$ cat src/rtl/prt_pkg.sv
package prt_pkg;
  localparam int OFF_CTRL = 0;
  localparam int OFF_STAT = 1;
  localparam int OFF_LOAD = 2;
  localparam int OFF_CMP  = 3;
  localparam int OFF_CNT  = 4;
  localparam int EN_BIT   = 0;
  localparam int SWR_BIT  = 16;
endpackage

$ cat src/rtl/prt_ctrl_regs.sv
module prt_ctrl_regs
  import prt_pkg::*;
#(
  parameter int DATA_W = 32,
  parameter int ADDR_W = 3
) (
  input  logic              clk_i,
  input  logic              rst_ni,
  input  logic              wr_en_i,
  input  logic [ADDR_W-1:0] addr_i,
  input  logic [DATA_W-1:0] wr_data_i,
  input  logic              expire_i,
  output logic              en_o,
  output logic              pend_o,
  output logic              load_we_o,
  output logic [DATA_W-1:0] load_o,
  output logic [DATA_W-1:0] cmp_o
);
  logic ctrl_we, stat_we, cmp_we, swr;
  logic en_q, pend_q;
  logic [DATA_W-1:0] load_q, cmp_q;

  assign ctrl_we   = wr_en_i && (addr_i == ADDR_W'(OFF_CTRL));
  assign stat_we   = wr_en_i && (addr_i == ADDR_W'(OFF_STAT));
  assign load_we_o = wr_en_i && (addr_i == ADDR_W'(OFF_LOAD));
  assign cmp_we    = wr_en_i && (addr_i == ADDR_W'(OFF_CMP));
  assign swr       = ctrl_we && wr_data_i[SWR_BIT];

  always_ff @(posedge clk_i or negedge rst_ni) begin
    if (!rst_ni) begin
      en_q   <= 1'b0;
      load_q <= '0;
      cmp_q  <= '0;
    end else begin
      if (swr) begin
        en_q   <= 1'b0;
        load_q <= '0;
      end else begin
        if (ctrl_we)   en_q   <= wr_data_i[EN_BIT];
        if (load_we_o) load_q <= wr_data_i;
      end
      if (cmp_we) cmp_q <= wr_data_i;
    end
  end

  // expiry has priority over acknowledge
  always_ff @(posedge clk_i or negedge rst_ni) begin
    if (!rst_ni)       pend_q <= 1'b0;
    else if (expire_i) pend_q <= 1'b1;
    else if (stat_we)  pend_q <= 1'b0;
  end

  assign en_o   = en_q;
  assign pend_o = pend_q;
  assign load_o = load_q;
  assign cmp_o  = cmp_q;

  AST_SWR_CLEARS: assert property (@(posedge clk_i) disable iff (!rst_ni)
    (wr_en_i && addr_i == ADDR_W'(OFF_CTRL) && wr_data_i[SWR_BIT]) |=> (!en_o && load_o == '0));
  AST_ACK_CLEARS: assert property (@(posedge clk_i) disable iff (!rst_ni)
    (wr_en_i && addr_i == ADDR_W'(OFF_STAT) && !expire_i) |=> !pend_o);
  AST_EXPIRY_WINS: assert property (@(posedge clk_i) disable iff (!rst_ni)
    expire_i |=> pend_o);
endmodule

$ cat src/rtl/prt_down_counter.sv
module prt_down_counter #(
  parameter int DATA_W = 32
) (
  input  logic              clk_i,
  input  logic              rst_ni,
  input  logic              en_i,
  input  logic              tick_i,
  input  logic              load_we_i,
  input  logic [DATA_W-1:0] load_data_i,
  input  logic [DATA_W-1:0] reload_i,
  output logic [DATA_W-1:0] cnt_o,
  output logic              expire_o
);
  logic [DATA_W-1:0] cnt_q;
  logic step;

  assign step     = en_i && tick_i && !load_we_i;
  assign expire_o = step && (cnt_q == '0);

  always_ff @(posedge clk_i or negedge rst_ni) begin
    if (!rst_ni)        cnt_q <= '0;
    else if (load_we_i) cnt_q <= load_data_i;
    else if (expire_o)  cnt_q <= reload_i;
    else if (step)      cnt_q <= cnt_q - 1'b1;
  end

  assign cnt_o = cnt_q;

  AST_LOAD_IMMEDIATE: assert property (@(posedge clk_i) disable iff (!rst_ni)
    load_we_i |=> cnt_o == $past(load_data_i));
  AST_HOLD_IDLE: assert property (@(posedge clk_i) disable iff (!rst_ni)
    (!load_we_i && !(en_i && tick_i)) |=> $stable(cnt_o));
  AST_RELOAD: assert property (@(posedge clk_i) disable iff (!rst_ni)
    expire_o |=> cnt_o == $past(reload_i));
endmodule

$ cat src/rtl/periodic_reload_timer.sv
module periodic_reload_timer
  import prt_pkg::*;
#(
  parameter int DATA_W = 32,
  parameter int ADDR_W = 3
) (
  input  logic              clk_i,
  input  logic              rst_ni,
  input  logic              tick_i,
  input  logic              wr_en_i,
  input  logic [ADDR_W-1:0] addr_i,
  input  logic [DATA_W-1:0] wr_data_i,
  output logic [DATA_W-1:0] rd_data_o,
  output logic              irq_o
);
  logic en, pend, load_we, expire;
  logic [DATA_W-1:0] load_val, cmp_val, cnt_val;

  prt_ctrl_regs #(.DATA_W(DATA_W), .ADDR_W(ADDR_W)) u_regs (
    .clk_i     (clk_i),
    .rst_ni    (rst_ni),
    .wr_en_i   (wr_en_i),
    .addr_i    (addr_i),
    .wr_data_i (wr_data_i),
    .expire_i  (expire),
    .en_o      (en),
    .pend_o    (pend),
    .load_we_o (load_we),
    .load_o    (load_val),
    .cmp_o     (cmp_val)
  );

  prt_down_counter #(.DATA_W(DATA_W)) u_cnt (
    .clk_i       (clk_i),
    .rst_ni      (rst_ni),
    .en_i        (en),
    .tick_i      (tick_i),
    .load_we_i   (load_we),
    .load_data_i (wr_data_i),
    .reload_i    (load_val),
    .cnt_o       (cnt_val),
    .expire_o    (expire)
  );

  always_comb begin
    rd_data_o = '0;
    case (addr_i)
      ADDR_W'(OFF_CTRL): rd_data_o[EN_BIT] = en;
      ADDR_W'(OFF_STAT): rd_data_o[0]      = pend;
      ADDR_W'(OFF_LOAD): rd_data_o         = load_val;
      ADDR_W'(OFF_CMP):  rd_data_o         = cmp_val;
      ADDR_W'(OFF_CNT):  rd_data_o         = cnt_val;
      default:           rd_data_o         = '0;
    endcase
  end

  assign irq_o = pend && en;

  AST_IRQ_GATED: assert property (@(posedge clk_i) disable iff (!rst_ni)
    irq_o |-> (pend && en));
  AST_IRQ_FOLLOWS: assert property (@(posedge clk_i) disable iff (!rst_ni)
    (pend && en) |-> irq_o);
endmodule

$ cat config.mk
export PLATFORM = sky130hd
export DESIGN_NAME = periodic_reload_timer
export DESIGN_NICKNAME = d
export VERILOG_FILES = /design/src/rtl/prt_pkg.sv /design/src/rtl/prt_ctrl_regs.sv /design/src/rtl/prt_down_counter.sv /design/src/rtl/periodic_reload_timer.sv
export SDC_FILE = /design/constraint.sdc
export NUM_CORES = 1
export LEC_CHECK = 0
export BUFFER_PORTS_ARGS = -buffer_cell sky130_fd_sc_hd__clkbuf_2
export CORE_UTILIZATION = 50
export CTS_CLUSTER_SIZE = 25
export DETAILED_ROUTE_END_ITERATION = 10
export PLACE_DENSITY = 0.67
export SLEW_MARGIN = 20
export SYNTH_ARGS = -nofsm -noshare
export SYNTH_HDL_FRONTEND = slang
export SYNTH_SLANG_ARGS = --single-unit
$ cat constraint.sdc
create_clock -name clk_i -period 3.7 [get_ports clk_i]
set_input_delay 0.74 -clock clk_i [delete_from_list [all_inputs] [get_ports clk_i]]
set_output_delay 0.74 -clock clk_i [all_outputs]
set_load 0.1 [all_outputs]
======== Word level (Yosys, flattened, before mapping) ========
Index checks and enable logic that the tools add are counted.
W data, S select, Z words.
cells by class
  $add $sub $neg .......................... 1
  equal/unequal tests ..................... 4
  muxes and demuxes ....................... 11
  reduce and logical (&&, ||, !) cells .... 16
operators with widths
  operator                 number
  $mux W32                 5
  $pmux W31 S3             1
  $logic_not A32 Y1        1
  $sub A32 B1 Y32 const B  1
  $logic_and A1 B1 Y1      9
  $eq A3 B2 Y1 const B     2
  $reduce_bool A2 Y1       3
  $pmux W1 S5              1
  $mux W1                  4
  $eq A3 B1 Y1 const B     1
  $eq A3 B3 Y1 const B     1
  $logic_not A3 Y1         1
  $reduce_bool A3 Y1       1
  $logic_not A1 Y1         1
storage, ports and cells
  flip-flop bits (word level) ............. 98
  bits of input ports ..................... 39
  output and inout port bits .............. 33
  logic and storage cells ................. 37

======== Logic depth before layout (Yosys ltp) ========
Gate-level depths: netlist of run 1.
  depth after elaboration ................. 7
  mapped depth ............................ 9
  depth with buffers taken out ............ 8

======== By module ========
Synthesis of run 1 repeated with hierarchy kept, for this count alone.
second synthesis, totals
  cell total of the unflattened synthesis .. 579
  area, all modules ....................... 5728.0 sq um
modules (own cells, without submodules)
  module                 times used  cells each  area each (sq um)  seq. area each (sq um)
  prt_ctrl_regs          1           184         2552.4             1651.6
  prt_down_counter       1           313         2407.3             800.8
  periodic_reload_timer  1           82          768.2              0.0

======== Least setup slack after synthesis of run 1 ========
No wires, ideal clock.
  path kind ............................... input -> output
  start point ............................. in addr_i[2]
  end point ............................... out rd_data_o[10]
  arrival time ............................ 3.542 ns
  required time ........................... 2.960 ns
  setup slack ............................. -0.582 ns
  stages on the path ...................... 5
  path buffers ............................ 2
  cell sequence ........................... nor2b_1 -> clkbuf_1 -> clkbuf_1 -> a22oi_1 -> o21ai_0
on the way
  cells in the longest elaborated chain, start to end .. 2
  elaborated cells on any way between the ends .. 4
ends and longest elaborated chain
  item                                                 RTL line                     source
  start, declared                                      periodic_reload_timer.sv:11  input logic [ADDR_W-1:0] addr_i,
  $eq A3 B3 Y1 / $eq A3 B2 Y1 (equally long branches)  periodic_reload_timer.sv:47  case (addr_i)
  $pmux W31 S3 *                                       periodic_reload_timer.sv:47
  end, declared                                        periodic_reload_timer.sv:13  output logic [DATA_W-1:0] rd_data_o,
Every way passes the cells marked *; elsewhere a longest branch is shown, timed or not.

======== Worst setup path after layout of run 1 ========
  start point ............................. in addr_i[0]
  end point ............................... out rd_data_o[10]
The elaborated chain is that of the path after synthesis.

==> results of run 1 <==
per-stage QoR:
step                      power, uW  setup WS (ns)  cell area [sq um]  utilization [%]  hold slack [ns]
after floorplan                2400         0.0305               5400                -            0.444
after global placement         2760          0.781               6380             61.2            0.486
after detailed placement       2810          0.753               6380             61.2            0.493
after CTS                      3500          0.736               6560             63.0            0.461
after global routing           3670          0.576               6560             63.0            0.484
final                          3490          0.746               6560             63.0            0.429
flip-flops by register name (all words and copies together), names as in the netlist:
name / count
u_cnt.cnt_o: 32
u_regs.cmp_o: 32
u_regs.en_o: 1
u_regs.load_o: 32
u_regs.pend_o: 1
power breakdown:
group	internal [uW]	switching (uW)	leakage, uW
clock network	327	364	0.0000962
logic	488	724	0.00141
registers	1320	271	0.00122
worst max-delay path: cells and delay by family:
family,cells,cell delay [ns]
and+or+nand+nor,2,0.31
buffers and inverters,3,0.97
AOI/OAI and AO/OA,1,0.16
cells by family (layout without fill, tap and decap cells):
family	count (synthesis)	after routing	share of synthesized area [%]
muxes	41	41	8.34
DFF	98	98	45.4
xor gates and xnor gates	12	12	1.95
AOI/OAI and AO/OA	174	174	20.0
adders and majority gates	1	1	0.232
and+or+nand+nor	235	235	20.4
buffers and inverters	51	110	3.71
layout make-up:
cell class / count / area, sq um
tap: 136 / 170
fill: 884 / 3850
timing repair buffer: 90 / 978
clock buffer: 12 / 145
inverter: 5 / 18.8
clock inverter: 3 / 40.0
sequential: 98 / 2450
multi-input combinational: 463 / 2760
Yosys cell counts, types with 6 or more instances:
cell type  instances  area share (%)
mux2i_1            9             1.7
nand2_1          130             9.0
a21oi_1           44             4.1
clkbuf_1          41             2.9
nor4_1            11             1.3
dfrtp_1           98              45
nor3_1            11             1.0
xnor2_1            6            0.97
nand3_1           17             1.6
o211ai_1          17             2.4
a22oi_1           35             4.9
xor2_1             6            0.97
nor2_1            27             1.9
o21ai_0           52             4.8
mux2_2            32             6.7
worst paths after layout:
path / endpoint / slack (ns) / cells after the start
max in group asynchronous: u_regs.load_o[4] / 2.42 / 2
min: u_regs.cmp_o[24] / 0.43 / 1
min in group clk_i: u_regs.cmp_o[12] / 0.51 / 1
min reg2reg: u_regs.cmp_o[12] / 0.51 / 1
max reg2reg: u_cnt.cnt_o[17] / 0.77 / 6
max: rd_data_o[10] / 0.75 / 6
per-layer routing:
metal | share of wire, % | global-route usage, % | wire length, um
met4 | 1.5 | 9.13 | 225
met2 | 50 | 49.7 | 7620
met3 | 6.4 | 4.23 | 961
met1 | 42 | 37.0 | 6320
met5 | 0 | 0 | 0
==> key figures, run 1 <==
Global routing
  – Largest net degree at the start of global routing: 62
  – GR Overflow Total: 0
  – First-pass GRT wire length: between 20000 and 30000 um
  – Initial antenna violation count: 0
  – Number of global-route vias before repair: 4903
  – All-layer global routing usage: ~29%

Drt
  – DR DRC count: 0
  – Via count: between 4k and 5k
  – DR pass1 iterations: 5
  – Routed vias/inst: 6.14
  – Post-DRT Antenna Nets: 0
  – WL/cell: 18.7 um
  – Final WL: around 15000 um
  – DR iter-0 viols: 340

Logic synthesis
  – Syn Nets: approximately 650
  – Post-Syn Area per Cell: about 8.8 sq um
  – Synth Register Bits: between 90 and 100
  – Ys Warns: 0
  – Number of flops mapped to enable cells by yosys: 0
  – Post-Synthesis Cells: 612
  – Mapped cell area: about 5400 sq um
  – Netlist cell types: 54
  – Fraction of registers with async set/reset: 100%
  – Post-synth top flop: dfrtp_1
  – Register area share after synthesis: between 40% and 50%

Critical path
  – Critical path's slowest cell: clkbuf_2
  – Critical Path, Cell by Cell: clkbuf_2, and2_1, buf_4, nand2_1, o21ai_1, buf_12
  – CP Data Arrival Time: 2.21 ns
  – Max stage delay on crit path: approximately 0.40 ns
  – Setup crit start: addr_i[0]
  – Critical Path End Type: output port
  – CP Class: input pin to output port
  – CP max FO: 32
  – WP data required: just under 3 ns
  – Worst r2r src: u_cnt.cnt_o[4]
  – CP Launch Type: input pin

Floorplan
  – Core area: 10400 sq um
  – Die width: approximately 110 um
  – Initial Utilization: 51.8%
  – Std-Cell Rows: 37
  – # IOs: 72
  – Die Height: 106 um
  – DIE AREA: 11200 sq um

STA
  – Setup tns final: 0 ns
  – Max frequency: ~340 MHz
  – Worst Max-Slew Pin Slew: about 0.97 ns
  – Max-slew violation count: 0
  – Hold Vio Cnt, Final: 0
  – Final Cycle Share: about four fifths
  – Relative slew slack: a little over a third
  – Min cycle time layout: between 2 and 3 ns
  – Fin Clk Skew: about 0.012 ns
  – RSZ-0062 raised after global routing: no
  – Setup Viol. Count Final: 0

Placed design
  – HPWL after DPL: 10400 um
  – GP Congestion: approximately 0.9
  – Post-placement cell count: 792
  – Port Buffer Count: 71

Finish
  – Commonest non-fill, non-tap cell in the layout: nand2_1
  – Commonest cells after routing, fill and taps aside: nand2_1 (130), dfrtp_1 (98), a21oi_1 (44)
  – Post-route insts no fill: a little over 800
  – # diodes: 0
  – Post-layout net count: about 710
  – Share of cells above drive strength 1: between 20% and 30%
  – Area growth, synth to finish: 21.5%

Flow run
  – Maxcap violations: 0

Clock network
  – Post-CTS Setup Bufs: 0
  – Clock Latency Late Sink: about 0.36 ns
  – Root buffer cell: clkbuf_8
  – Post-cts sizing count: 0
  – Clock tree sinks: between 90 and 100
  – Bufs on Longest Clock Path: 2
  – TritonCTS Buffers: 9
  – H-tree depth: 3
  – Cts hold-fix bufs: 0
  – Clock slew at reported path FFs: 0.09 ns
  – TritonCTS clock tree: yes

Hold path
  – Worst min-delay path category: input pin to asynchronous set/reset pin

Power
  – Static Leak: around 0.0027 uW
  – Peak supply drop: approximately 0.00028 V
  – Power Dens Cells: 532 nW/um^2

Outcome
  – Run status: complete, no violations
Note: power is estimated with default switching activity, not from simulation.
==> run 2, diff against run 1 <==
Settings changed: ABC_AREA set to 1, PLACE_DENSITY 0.67 to 0.66.
Clock period 3.7 ns to 2.82 ns, I/O delays scaled along.
==> key figures, run 2 <==
Global routing
  – GR Overflow Total: 0 (unchanged)
  – M1 GR Usage: 39.9% (+2.9 points)
  – Initial antenna violation count: 0 (unchanged)
  – Met2 usage: 48.2% (-1.6 points)
  – Number of global-route vias before repair: 5674 (+16%)
  – GR met3 Demand/Resource: 3.81% (-0.42 points)
  – All-layer global routing usage: 29.7% (+1.0 points)
  – Most Crowded Layer GR: met2
  – Largest net degree at the start of global routing: 99 (+60%)
  – First-pass GRT wire length: 28900 um (+15%)

Logic synthesis
  – Cell with the most instances after synthesis: nand2_1
  – Synth Register Bits: 98 (unchanged)
  – Mapped cell area: 6010 sq um (+11%)
  – Synth Area in Compound Gates: 11.0% (-9.0 points)
  – Post-synth top flop: dfrtp_1
  – Register area share after synthesis: 40.8% (-4.6 points)
  – Leading area contributor after synthesis: dfrtp_1
  – Top cell type's share of synthesized area: 40.8% (-4.6 points)
  – Post-Synthesis Cells: 816 (+33%)
  – Post-synthesis xor/xnor area fraction: 1.46% (-0.49 points)
  – Post-Syn Area per Cell: 7.36 sq um (-17%)
  – Syn Nets: 856 (+31%)
  – Post-synthesis adder-cell area fraction: 0.208% (-0.023 points)
  – Ys Warns: 0 (unchanged)
  – Most frequent cells after synthesis: nand2_1 (262), dfrtp_1 (98), inv_1 (96)
  – Netlist cell types: 34 (-37%)
  – Largest family of logic cells by synthesized area: simple AND/OR/NAND/NOR gates
  – Mux cell area share after synthesis: 5.81% (-2.5 points)
  – Fraction of registers with async set/reset: 100% (unchanged)
  – Leading post-synthesis cells by cell area: dfrtp_1 (41%), nand2_1 (16%), inv_1 (6.0%)
  – Simple-Gate Fraction of Synth Area: 31.8% (+11 points)
  – Number of flops mapped to enable cells by yosys: 0 (unchanged)

STA
  – Hold Slack: 0.241 ns (-0.188 ns)
  – Worst Max-Slew Pin Slew: 0.781 ns (-0.192 ns)
  – Setup Viol. Count Final: 0 (unchanged)
  – Final Cycle Share: a little over four fifths
  – Max-slew violation count: 0 (unchanged)
  – PnR worst setup slack: 0.458 ns (-0.288 ns)
  – Relative slew slack: 47.9% (+13 points)
  – Max frequency: approximately 420 MHz
  – Fin Clk Skew: 0.00496 ns (-0.00748 ns)
  – Min cycle time layout: 2.36 ns
  – Hold Vio Cnt, Final: 0 (unchanged)
  – RSZ-0062 raised after global routing: no

Finish
  – Post-layout net count: 919 (+30%)
  – # diodes: 0 (unchanged)
  – Area growth, synth to finish: 21.1%
  – Final core utilization: 62.9% (-0.12 points)
  – Share of cells above drive strength 1: 18.4% (-3.8 points)
  – Commonest cells after routing, fill and taps aside: nand2_1 (262), dfrtp_1 (98), inv_1 (96)
  – Commonest non-fill, non-tap cell in the layout: nand2_1

Hold path
  – Worst min-delay path category: input pin to asynchronous set/reset pin

Critical path
  – CP max FO: 16 (-50%)
  – Critical Path End Type: output port
  – Max stage delay on crit path: 0.35 ns (-0.05 ns)
  – Worst reg2reg setup slack: 0.57 ns (-0.20 ns)
  – CP Class: input pin to output port
  – CP Data Arrival Time: 1.80 ns (-0.41 ns)
  – WP data required: 2.26 ns (-0.70 ns)
  – Critical Path, Cell by Cell: clkbuf_2, nor2_1, nand2_1, buf_4, o221ai_1, buf_12
  – Critical path's slowest cell: o221ai_1
  – CP Launch Type: input pin

Drt
  – Post-DRT Antenna Nets: 0 (unchanged)
  – DR pass1 iterations: 8 (+3)
  – DR iter-0 viols: 356 (+4.7%)
  – DR DRC count: 10 (+10)
  – Via count: 5644 (+14%)
  – WL/cell: 16.7 um (-11%)
  – Final WL: 17100 um (+13%)
  – Routed vias/inst: 5.50 (-11%)

Clock network
  – Clock tree sinks: 98 (unchanged)
  – Post-cts sizing count: 0 (unchanged)
  – TritonCTS Buffers: 9 (unchanged)
  – Clock Latency Late Sink: 0.35 ns (about the same)
  – Clock slew at reported path FFs: 0.07 ns (-0.02 ns)
  – Cts hold-fix bufs: 0 (unchanged)
  – H-tree depth: 3 (unchanged)
  – Post-CTS Setup Bufs: 0 (unchanged)
  – TritonCTS clock tree: yes
  – Root buffer cell: clkbuf_16
  – Bufs on Longest Clock Path: 2 (unchanged)

Placed design
  – Port Buffer Count: 71 (unchanged)
  – GP Congestion: 0.906 (+0.70%)
  – Pre-CTS setup slack: 0.232 ns (-0.521 ns)
  – HPWL after DPL: 12000 um (+16%)

Floorplan
  – # IOs: 72 (unchanged)
  – Die Height: 112 um (+5.4%)
  – DIE AREA: 12500 sq um (+11%)
  – Core area: 11600 sq um (+11%)
  – Std-Cell Rows: 39 (+5.4%)
  – Initial Utilization: 51.9% (+0.099 points)
  – Die width: 112 um (+5.4%)

Flow run
  – Maxcap violations: 0 (unchanged)

Power
  – Peak supply drop: 0.000431 V (+53%)
  – Power Dens Cells: 831 nW/um^2 (+56%)
  – Static Leak: 0.00371 uW (+36%)

Outcome
  – Violated checks: design-rule violations
  – Run status: finished with violations
[run 2: cell types whose count changed in the layout (fill, tap and decap cells not counted), moves of 32 or more]
cell | previous run | this run
nand3_1 | 17 | 53
nor2_1 | 27 | 88
inv_1 | 5 | 96
a22oi_1 | 35 | 0
nand2_1 | 130 | 262
o21ai_1 | 33 | 1
[run 2: final cells by class]
cell class / instances / area, sq um
fill: 1047 / 4290
timing repair buffer: 83 / 953
clock buffer: 11 / 253
inverter: 101 / 379
sequential: 98 / 2450
tap: 143 / 179
multi-input combinational: 586 / 3020
clock inverter: 5 / 37.5
[run 2: power breakdown]
group | leakage, uW | internal (uW) | total [uW] | switching (uW)
registers | 0.00119 | 1810 | 2200 | 397
clock network | 0.000138 | 650 | 1210 | 560
logic | 0.00238 | 901 | 2630 | 1730
total | 0.00371 | 3360 | 6050 | 2690
[run 2: logic make-up (layout without fill, tap and decap cells)]
kind of cell               after synthesis  count (layout)
and+or+nand+nor                        440             440
buffers and inverters                  132             200
AOI/OAI and AO/OA                      104             104
DFF                                     98              98
muxes                                   31              31
xor gates and xnor gates                10              10
adders and majority gates                1               1
[run 2: per-stage QoR]
| step | instances | cell area [sq um] | total power (uW) | setup TNS [ns] |
|---|---|---|---|---|
| 3_5_place_dp | 1011 | 6980 | 4840 | 0 |
| 5_1_grt | 1027 | 7270 | 6460 | 0 |
| 6_report | 1027 | 7270 | 6050 | 0 |
| 4_1_cts | 1027 | 7270 | 6060 | 0 |
| 3_3_place_gp | 1011 | 6980 | 4790 | 0 |
| 2_1_floorplan | 816 | 6010 | 4020 | -11.19 |
[run 2: path summary, 6_finish.rpt]
check	start	to	cells past startpoint
max	addr_i[2]	rd_data_o[30]	6
min	rst_ni	u_regs.load_o[15]	2
max reg2reg	u_cnt.cnt_o[0]	u_cnt.cnt_o[22]	12
min reg2reg	u_regs.cmp_o[16]	u_regs.cmp_o[16]	2
max in group asynchronous	rst_ni	u_regs.load_o[6]	2
min in group clk_i	wr_data_i[1]	u_regs.cmp_o[1]	2
[run 2: worst max-delay path, delay by kind of cell]
| kind | cells | cell delay [ns] |
|---|---|---|
| AO/OA/AOI/OAI | 1 | 0.35 |
| AND/OR/NAND/NOR | 2 | 0.30 |
| buffers and inverters | 3 | 0.58 |
[run 2: routing by layer]
metal	up-vias	share of wire [%]
li1	2759	-
met1	2658	45
met2	191	46
met3	36	5.8
met4	0	3.1
met5	-	0
